--- src/rtl/prog_seq_pkg.sv ---
package prog_seq_pkg;

  localparam int unsigned KEY_W = 32;
  localparam logic [KEY_W-1:0] ENTRY_KEY = 32'h4D43_4850;

  typedef enum logic [3:0] {
    ST_IDLE,
    ST_E_LOW,
    ST_E_PULSE,
    ST_E_WAIT,
    ST_K_LO,
    ST_K_HI,
    ST_E_GAP,
    ST_E_HOLD,
    ST_ACTIVE,
    ST_X_PARK,
    ST_X_LOW
  } seq_state_t;

endpackage

--- src/rtl/phase_timer.sv ---
module phase_timer #(
  parameter int unsigned CNT_W = 8
) (
  input  logic             clk,
  input  logic             rst_n,
  input  logic             load_i,
  input  logic [CNT_W-1:0] load_val_i,
  output logic             zero_o
);

  logic [CNT_W-1:0] cnt_q, cnt_d;
  logic             cnt_en;

  assign cnt_en = load_i || (cnt_q != '0);

  always_comb begin
    if (load_i) cnt_d = load_val_i;
    else        cnt_d = cnt_q - 1'b1;
  end

  always_ff @(posedge clk or negedge rst_n) begin
    if (!rst_n)      cnt_q <= '0;
    else if (cnt_en) cnt_q <= cnt_d;
  end

  assign zero_o = (cnt_q == '0);

endmodule

--- src/rtl/key_shifter.sv ---
module key_shifter #(
  parameter int unsigned     W   = 32,
  parameter logic [W-1:0]    KEY = '0
) (
  input  logic clk,
  input  logic rst_n,
  input  logic load_i,
  input  logic shift_i,
  output logic bit_o,
  output logic last_o
);

  localparam int unsigned IDX_W = (W > 1) ? $clog2(W) : 1;

  logic [W-1:0]     sh_q, sh_d;
  logic [IDX_W-1:0] idx_q, idx_d;
  logic             sh_en;

  assign sh_en = load_i || shift_i;

  always_comb begin
    if (load_i) begin
      sh_d  = KEY;
      idx_d = '0;
    end else begin
      sh_d  = {sh_q[W-2:0], 1'b0};
      idx_d = idx_q + 1'b1;
    end
  end

  always_ff @(posedge clk or negedge rst_n) begin
    if (!rst_n) begin
      sh_q  <= '0;
      idx_q <= '0;
    end else if (sh_en) begin
      sh_q  <= sh_d;
      idx_q <= idx_d;
    end
  end

  assign bit_o  = sh_q[W-1];
  assign last_o = (idx_q == IDX_W'(W-1));

endmodule

--- src/rtl/seq_ctrl.sv ---
module seq_ctrl
  import prog_seq_pkg::*;
#(
  parameter int unsigned CNT_W      = 8,
  parameter int unsigned T_SETUP    = 1,
  parameter int unsigned T_PULSE    = 1,
  parameter int unsigned T_KEYWAIT  = 1,
  parameter int unsigned HALF       = 1,
  parameter int unsigned T_GAP      = 1,
  parameter int unsigned T_HOLD     = 1,
  parameter int unsigned T_PARK     = 1,
  parameter int unsigned T_XLOW     = 1
) (
  input  logic             clk,
  input  logic             rst_n,
  input  logic             start_i,
  input  logic             stop_i,
  input  logic             tmr_zero_i,
  input  logic             key_last_i,
  output logic             tmr_load_o,
  output logic [CNT_W-1:0] tmr_val_o,
  output logic             key_load_o,
  output logic             key_shift_o,
  output logic             done_o,
  output seq_state_t       state_o
);

  seq_state_t state_q, state_d;
  logic       done_q, done_d;

  function automatic logic [CNT_W-1:0] phase_len(seq_state_t s);
    int unsigned n;
    case (s)
      ST_E_LOW:   n = T_SETUP;
      ST_E_PULSE: n = T_PULSE;
      ST_E_WAIT:  n = T_KEYWAIT;
      ST_K_LO:    n = HALF;
      ST_K_HI:    n = HALF;
      ST_E_GAP:   n = T_GAP;
      ST_E_HOLD:  n = T_HOLD;
      ST_X_PARK:  n = T_PARK;
      ST_X_LOW:   n = T_XLOW;
      default:    n = 1;
    endcase
    return CNT_W'(n - 1);
  endfunction

  always_comb begin
    state_d     = state_q;
    done_d      = 1'b0;
    key_load_o  = 1'b0;
    key_shift_o = 1'b0;
    case (state_q)
      ST_IDLE: if (start_i) begin
        state_d    = ST_E_LOW;
        key_load_o = 1'b1;
      end
      ST_E_LOW:   if (tmr_zero_i) state_d = ST_E_PULSE;
      ST_E_PULSE: if (tmr_zero_i) state_d = ST_E_WAIT;
      ST_E_WAIT:  if (tmr_zero_i) state_d = ST_K_LO;
      ST_K_LO:    if (tmr_zero_i) state_d = ST_K_HI;
      ST_K_HI: if (tmr_zero_i) begin
        if (key_last_i) begin
          state_d = ST_E_GAP;
        end else begin
          state_d     = ST_K_LO;
          key_shift_o = 1'b1;
        end
      end
      ST_E_GAP:   if (tmr_zero_i) state_d = ST_E_HOLD;
      ST_E_HOLD: if (tmr_zero_i) begin
        state_d = ST_ACTIVE;
        done_d  = 1'b1;
      end
      ST_ACTIVE:  if (stop_i) state_d = ST_X_PARK;
      ST_X_PARK:  if (tmr_zero_i) state_d = ST_X_LOW;
      ST_X_LOW: if (tmr_zero_i) begin
        state_d = ST_IDLE;
        done_d  = 1'b1;
      end
      default:    state_d = ST_IDLE;
    endcase
  end

  assign tmr_load_o = (state_d != state_q);
  assign tmr_val_o  = phase_len(state_d);

  always_ff @(posedge clk or negedge rst_n) begin
    if (!rst_n) begin
      state_q <= ST_IDLE;
      done_q  <= 1'b0;
    end else begin
      state_q <= state_d;
      done_q  <= done_d;
    end
  end

  assign done_o  = done_q;
  assign state_o = state_q;

endmodule

--- src/rtl/prog_entry_seq.sv ---
module prog_entry_seq
  import prog_seq_pkg::*;
#(
  parameter int unsigned CLK_HZ     = 4_000_000,
  parameter int unsigned CYC_PER_US = (CLK_HZ >= 1_000_000) ? CLK_HZ / 1_000_000 : 1,
  parameter int unsigned T_SETUP    = CYC_PER_US,
  parameter int unsigned T_PULSE    = CYC_PER_US,
  parameter int unsigned T_KEYWAIT  = 4000 * CYC_PER_US,
  parameter int unsigned HALF       = CYC_PER_US,
  parameter int unsigned T_GAP      = CYC_PER_US,
  parameter int unsigned T_HOLD     = 400 * CYC_PER_US,
  parameter int unsigned T_PARK     = CYC_PER_US,
  parameter int unsigned T_XLOW     = 3 * CYC_PER_US
) (
  input  logic clk,
  input  logic rst_n,
  input  logic start_i,
  input  logic stop_i,
  output logic tgt_rst_o,
  output logic tgt_clk_o,
  output logic tgt_dat_o,
  output logic tgt_drv_o,
  output logic busy_o,
  output logic done_o,
  output logic ready_o
);

  localparam int unsigned T_MAX = T_SETUP + T_PULSE + T_KEYWAIT + HALF +
                                  T_GAP + T_HOLD + T_PARK + T_XLOW;
  localparam int unsigned CNT_W = $clog2(T_MAX + 1);

  logic             rst_meta_q, rst_sync_q;
  logic             tmr_load, tmr_zero;
  logic [CNT_W-1:0] tmr_val;
  logic             key_load, key_shift, key_bit, key_last;
  seq_state_t       state;

  // asynchronous assertion, synchronous release
  always_ff @(posedge clk or negedge rst_n) begin
    if (!rst_n) begin
      rst_meta_q <= 1'b0;
      rst_sync_q <= 1'b0;
    end else begin
      rst_meta_q <= 1'b1;
      rst_sync_q <= rst_meta_q;
    end
  end

  seq_ctrl #(
    .CNT_W(CNT_W), .T_SETUP(T_SETUP), .T_PULSE(T_PULSE),
    .T_KEYWAIT(T_KEYWAIT), .HALF(HALF), .T_GAP(T_GAP),
    .T_HOLD(T_HOLD), .T_PARK(T_PARK), .T_XLOW(T_XLOW)
  ) u_ctrl (
    .clk        (clk),
    .rst_n      (rst_sync_q),
    .start_i    (start_i),
    .stop_i     (stop_i),
    .tmr_zero_i (tmr_zero),
    .key_last_i (key_last),
    .tmr_load_o (tmr_load),
    .tmr_val_o  (tmr_val),
    .key_load_o (key_load),
    .key_shift_o(key_shift),
    .done_o     (done_o),
    .state_o    (state)
  );

  phase_timer #(.CNT_W(CNT_W)) u_tmr (
    .clk       (clk),
    .rst_n     (rst_sync_q),
    .load_i    (tmr_load),
    .load_val_i(tmr_val),
    .zero_o    (tmr_zero)
  );

  key_shifter #(.W(KEY_W), .KEY(ENTRY_KEY)) u_key (
    .clk    (clk),
    .rst_n  (rst_sync_q),
    .load_i (key_load),
    .shift_i(key_shift),
    .bit_o  (key_bit),
    .last_o (key_last)
  );

  always_comb begin
    tgt_rst_o = 1'b0;
    tgt_clk_o = 1'b0;
    tgt_dat_o = 1'b0;
    tgt_drv_o = (state != ST_IDLE);
    busy_o    = (state != ST_IDLE) && (state != ST_ACTIVE);
    ready_o   = (state == ST_ACTIVE);
    case (state)
      ST_IDLE, ST_E_PULSE, ST_E_HOLD, ST_ACTIVE, ST_X_PARK: tgt_rst_o = 1'b1;
      ST_K_LO: tgt_dat_o = key_bit;
      ST_K_HI: begin
        tgt_dat_o = key_bit;
        tgt_clk_o = 1'b1;
      end
      default: ;
    endcase
  end

endmodule

--- config.mk ---
export PLATFORM = sky130hd
export DESIGN_NAME = prog_entry_seq
export DESIGN_NICKNAME = d
export VERILOG_FILES = /design/src/rtl/prog_seq_pkg.sv /design/src/rtl/phase_timer.sv /design/src/rtl/key_shifter.sv /design/src/rtl/seq_ctrl.sv /design/src/rtl/prog_entry_seq.sv
export SDC_FILE = /design/constraint.sdc
export NUM_CORES = 1
export LEC_CHECK = 0
export ABC_CLOCK_PERIOD_IN_PS = 2400
export CAP_MARGIN = 20
export CORE_UTILIZATION = 35
export CTS_CLUSTER_DIAMETER = 120
export DETAILED_ROUTE_END_ITERATION = 12
export PLACE_DENSITY_LB_ADDON = 0.1
export SETUP_SLACK_MARGIN = 0.15
export SLEW_MARGIN = 20
export SYNTH_ARGS = -nofsm -noshare
export SYNTH_HDL_FRONTEND = slang
export SYNTH_SLANG_ARGS = --single-unit
export TNS_END_PERCENT = 10
--- constraint.sdc ---
create_clock -name clk -period 2.4 [get_ports clk]
set_input_delay 0.36 -clock clk [delete_from_list [all_inputs] [get_ports clk]]
set_output_delay 0.36 -clock clk [all_outputs]
set_load 0.01 [all_outputs]
==> flow_results.xml, run 1 <==
<?xml version="1.0" encoding="UTF-8"?>
<metrics>
  <group name="floorplanning">
    <metric name="chipHeight" unit="µm">95.1</metric>
    <metric name="core_region_area" unit="µm²">8300</metric>
    <metric name="rows" unit="">33</metric>
    <metric name="initial_core_util" unit="%">36.5</metric>
    <metric name="num_io_pins" unit="">11</metric>
    <metric name="die_width" unit="µm">95.1</metric>
    <metric name="die_area" unit="µm²">9040</metric>
  </group>
  <group name="global_routing">
    <metric name="global_route_wire_length_before_repair" unit="µm">12800</metric>
    <metric name="antenna_found_initial" unit="">0</metric>
    <metric name="grt_use_total" unit="%">18.6</metric>
    <metric name="number_of_global_route_vias_before_repair" unit="">2632</metric>
    <metric name="grt_max_degree" unit="">44</metric>
    <metric name="grt_overflow" unit="">0</metric>
  </group>
  <group name="critical_path">
    <metric name="critical-path-top-delay-family" unit="">simple AND/OR/NAND/NOR gates</metric>
    <metric name="timing.critical_path.cells" unit="">nor4_4 -&gt; and4_4 -&gt; nand2_4 -&gt; nor3b_2 -&gt; a21oi_1 -&gt; o22a_1 -&gt; ha_4 -&gt; nand4_1 -&gt; mux2i_1 -&gt; buf_4 -&gt; o31ai_4 -&gt; o211ai_4 -&gt; nor2_4 -&gt; nor4b_4 -&gt; o211ai_1</metric>
    <metric name="worst_path_max_delay_cell" unit="">sky130_fd_sc_hd__dfrtp_1</metric>
    <metric name="required" unit="ps">2590</metric>
    <metric name="worstSetupStartpointType" unit="">flip-flop</metric>
    <metric name="criticalPathCategory" unit="">reg -&gt; reg</metric>
    <metric name="critical_path.max_stage_delay" unit="ps">430</metric>
    <metric name="critPathMaxFanout" unit="">5</metric>
    <metric name="worst_ep_arrival_time" unit="ps">3380</metric>
    <metric name="rrSetupSlack" unit="ps">-790</metric>
    <metric name="worstSetupEndpointType" unit="">flip-flop</metric>
    <metric name="critPathBufInv" unit="">1</metric>
  </group>
  <group name="timing">
    <metric name="worstMarginPinSlew" unit="ps">646</metric>
    <metric name="rsz0062_at_grt" unit="">true</metric>
    <metric name="finalHoldViolCount" unit="">0</metric>
    <metric name="min_period_over_period" unit="%">133</metric>
    <metric name="period_minus_slack" unit="ps">3190</metric>
    <metric name="slew_headroom" unit="%">56.8</metric>
    <metric name="fmax" unit="GHz">0.313</metric>
    <metric name="slew_violations" unit="">0</metric>
    <metric name="setup_viol" unit="">15</metric>
    <metric name="worst_hold_slack" unit="ps">161</metric>
    <metric name="layout_setup_ws" unit="ps">-793</metric>
    <metric name="layout_skew" unit="ps">7.80</metric>
  </group>
  <group name="detailed_routing">
    <metric name="met3WireLength" unit="µm">173</metric>
    <metric name="remaining_drc_errors" unit="">0</metric>
    <metric name="drt_iter0_markers" unit="">81</metric>
    <metric name="met2WireLength" unit="µm">3740</metric>
    <metric name="avgViaCountPerCell" unit="">5.14</metric>
    <metric name="postRouteWirelength" unit="µm">7820</metric>
    <metric name="met1_length" unit="µm">3740</metric>
    <metric name="drt_pass1_iterations" unit="">5</metric>
    <metric name="wl_per_cell" unit="µm">14.8</metric>
    <metric name="num_vias" unit="">2711</metric>
    <metric name="drtAntennaViolNets" unit="">0</metric>
    <metric name="highest-signal-layer" unit="">met4</metric>
  </group>
  <group name="clock_network">
    <metric name="htree_levels" unit="">2</metric>
    <metric name="tritoncts_num_sinks" unit="">55</metric>
    <metric name="clkTransAtPathRegs" unit="ps">110</metric>
    <metric name="clk-insertion-delay-late" unit="ps">320</metric>
    <metric name="clk_path_buf_depth" unit="">2</metric>
    <metric name="tritoncts" unit="">built</metric>
    <metric name="ctsRootBufferMaster" unit="">sky130_fd_sc_hd__clkbuf_8</metric>
    <metric name="numCtsBuffers" unit="">5</metric>
  </group>
  <group name="power_and_ir_drop">
    <metric name="comb_power_share" unit="%">36.8</metric>
    <metric name="total_power" unit="µW">2910</metric>
    <metric name="p_sw" unit="µW">999</metric>
    <metric name="power_density" unit="nW/µm²">693</metric>
    <metric name="netSwitchingFraction" unit="%">34.3</metric>
    <metric name="internal" unit="µW">1920</metric>
    <metric name="leakagePower" unit="µW">0.00176</metric>
    <metric name="irDropWorstVdd" unit="V">0.000298</metric>
    <metric name="pwr-share-seq" unit="%">40.0</metric>
    <metric name="clock_power_share" unit="%">23.2</metric>
  </group>
  <group name="logic_synthesis">
    <metric name="syn_area_per_cell" unit="µm²">9.08</metric>
    <metric name="ys_types" unit="">65</metric>
    <metric name="synth.top_cell.area_share" unit="%">45.4</metric>
    <metric name="synthCells" unit="">334</metric>
    <metric name="synth.area.top_cells" unit="">sky130_fd_sc_hd__dfrtp_1 45%, sky130_fd_sc_hd__nand2_1 11%, sky130_fd_sc_hd__nand3_1 3.5%</metric>
    <metric name="synthesis.area" unit="µm²">3030</metric>
    <metric name="synthFlopType" unit="">sky130_fd_sc_hd__dfrtp_1</metric>
    <metric name="postSynthRegisterBits" unit="">55</metric>
    <metric name="synth_enable_flop_cells" unit="">0</metric>
    <metric name="synth_nets" unit="">344</metric>
    <metric name="synth_sequential_area_ratio" unit="%">45.4</metric>
    <metric name="ys_warn_count" unit="">0</metric>
    <metric name="synth.largest_area_cell" unit="">sky130_fd_sc_hd__dfrtp_1</metric>
    <metric name="async_reset_ff_share" unit="%">100</metric>
  </group>
  <group name="final_layout">
    <metric name="final.fill_count" unit="">800</metric>
    <metric name="filler_free_cell_count_of_the_finished_design" unit="">527</metric>
    <metric name="finish.utilization" unit="%">50.7</metric>
    <metric name="final_layout_size_suffix_gt1_share" unit="%">33.6</metric>
    <metric name="antenna_cells_inserted" unit="">0</metric>
    <metric name="areaGrowthSynthToFinish" unit="%">38.7</metric>
    <metric name="area_taken_by_multi_input_logic_gates" unit="µm²">1730</metric>
    <metric name="num-nets-final" unit="">431</metric>
    <metric name="layout.area.seq" unit="µm²">1380</metric>
  </group>
  <group name="placement">
    <metric name="hpwlAfterDp" unit="µm">5320</metric>
    <metric name="gp_weighted_congestion" unit="">0.849</metric>
    <metric name="placed_cells_incl_taps" unit="">509</metric>
    <metric name="port_buffers" unit="">10</metric>
  </group>
  <group name="status">
    <metric name="violations" unit="">negative setup slack</metric>
    <metric name="outcome" unit="">complete, but fails checks</metric>
  </group>
  <group name="worst_hold_path">
    <metric name="min-delay-path-class" unit="">reg -&gt; async</metric>
  </group>
  <group name="flow_run">
    <metric name="drv.max_cap_violation_count" unit="">0</metric>
  </group>
</metrics>
-- cells in the mapped netlist, types with 3 or more instances --
cell type                   n
sky130_fd_sc_hd__o21ai_0   18
sky130_fd_sc_hd__nand2_1   86
sky130_fd_sc_hd__nand3_1   21
sky130_fd_sc_hd__nor4_2     3
sky130_fd_sc_hd__buf_1      4
sky130_fd_sc_hd__ha_1       6
sky130_fd_sc_hd__xor2_1     3
sky130_fd_sc_hd__nor2_1    20
sky130_fd_sc_hd__a21oi_1   10
sky130_fd_sc_hd__nor3_1     5
sky130_fd_sc_hd__or3_1      3
sky130_fd_sc_hd__nor4_1     5
sky130_fd_sc_hd__mux2i_1    4
sky130_fd_sc_hd__inv_1      6
sky130_fd_sc_hd__o22ai_1    4
sky130_fd_sc_hd__buf_2      6
sky130_fd_sc_hd__dfrtp_1   55
sky130_fd_sc_hd__o211ai_1   3
sky130_fd_sc_hd__xnor2_1    6
sky130_fd_sc_hd__clkbuf_1   8
-- worst paths after layout --
kind | depth (start not counted) | startpoint | end
setup reg to reg | 15 | u_tmr.cnt_q[11] | u_tmr.cnt_q[13]
setup / recovery | 15 | u_tmr.cnt_q[11] | u_tmr.cnt_q[13]
min in group clk | 0 | rst_meta_q | rst_sync_q
max in group asynchronous | 1 | rst_sync_q | u_ctrl.state_o[0]
hold reg to reg | 0 | rst_sync_q | u_tmr.cnt_q[8]
hold / removal | 0 | rst_sync_q | u_tmr.cnt_q[8]
-- power groups by stage --
stage | combinational, µW | sequential (µW) | clock, µW
after floorplan | 463 | 1200 | 0
after global placement | 911 | 1160 | 0
after detailed placement | 912 | 1160 | 0
after CTS | 1010 | 1160 | 696
after global routing | 1160 | 1180 | 735
final | 1070 | 1170 | 675
-- layout make-up --
cell class	instances	area share, %
Clock buffer	5	1.64
Multi-Input combinational cell	253	41.2
Tap cell	105	3.12
Clock inverter	3	1.19
Sequential cell	55	32.8
Inverter	7	0.625
Timing Repair Buffer	99	19.4
-- repair_timing --
item                                    4_1_cts  5_1_grt
resized for setup                            25       14
hold buffers                                  0        0
endpoints found under the setup margin       21       47
pin swaps                                    18       16
setup buffers                                 8        2
-- kinds of logic after synthesis --
| family | synth area share, % |
|---|---|
| simple gates | 27.9 |
| other cells | 0.124 |
| compound gates | 15.7 |
| buf+inv | 3.71 |
| fa+ha+maj | 2.48 |
| flops | 45.4 |
| xor+xnor | 2.60 |
| mux | 2.06 |
-- cells in the final DEF (no fill, tap or decap), drive strengths merged, types with 6 or more instances in the layout --
master / n
xnor2: 6
nor4: 10
dfrtp: 55
o21ai: 21
nor2: 22
nand2: 86
inv: 9
buf: 89
nor3: 6
ha: 6
nand3: 21
a21oi: 10
-- through the flow --
stage | cell area (µm²) | setup TNS [ps] | setup slack (ps)
2_1_floorplan | 3080 | -10480 | -888
3_5_place_dp | 3850 | -11270 | -956
3_3_place_gp | 3850 | -10270 | -881
6_report | 4210 | -9530 | -793
4_1_cts | 4120 | -9080 | -766
5_1_grt | 4210 | -12500 | -993
-- sequential cells by signal (all words and copies together) (netlist names) --
signal,flops
u_ctrl.state_o,4
rst_meta_q,1
u_key.sh_q,28
u_key.idx_q,5
u_tmr.cnt_q,15
u_ctrl.done_o,1
rst_sync_q,1
-- per-layer routing --
metal  vias up  global-route usage [%]
met5         -                       0
li1       1340                       -
met2        43                    31.0
met4         0                    6.94
met1      1313                    24.2
met3        15                    3.03
No activity file was read; power rests on OpenSTA's default activity.
==> inputs of run 2 (changes only) <==
--- a/config.mk
+++ b/config.mk
@@ -6,7 +6,7 @@
 export NUM_CORES = 1
 export LEC_CHECK = 0
 export ABC_CLOCK_PERIOD_IN_PS = 2400
-export CAP_MARGIN = 20
+export CAP_MARGIN = 5
 export CORE_UTILIZATION = 35
 export CTS_CLUSTER_DIAMETER = 120
 export DETAILED_ROUTE_END_ITERATION = 12
==> results of run 2 <==
Same layout as run 1: the final DEF is identical, and so are final timing and power.
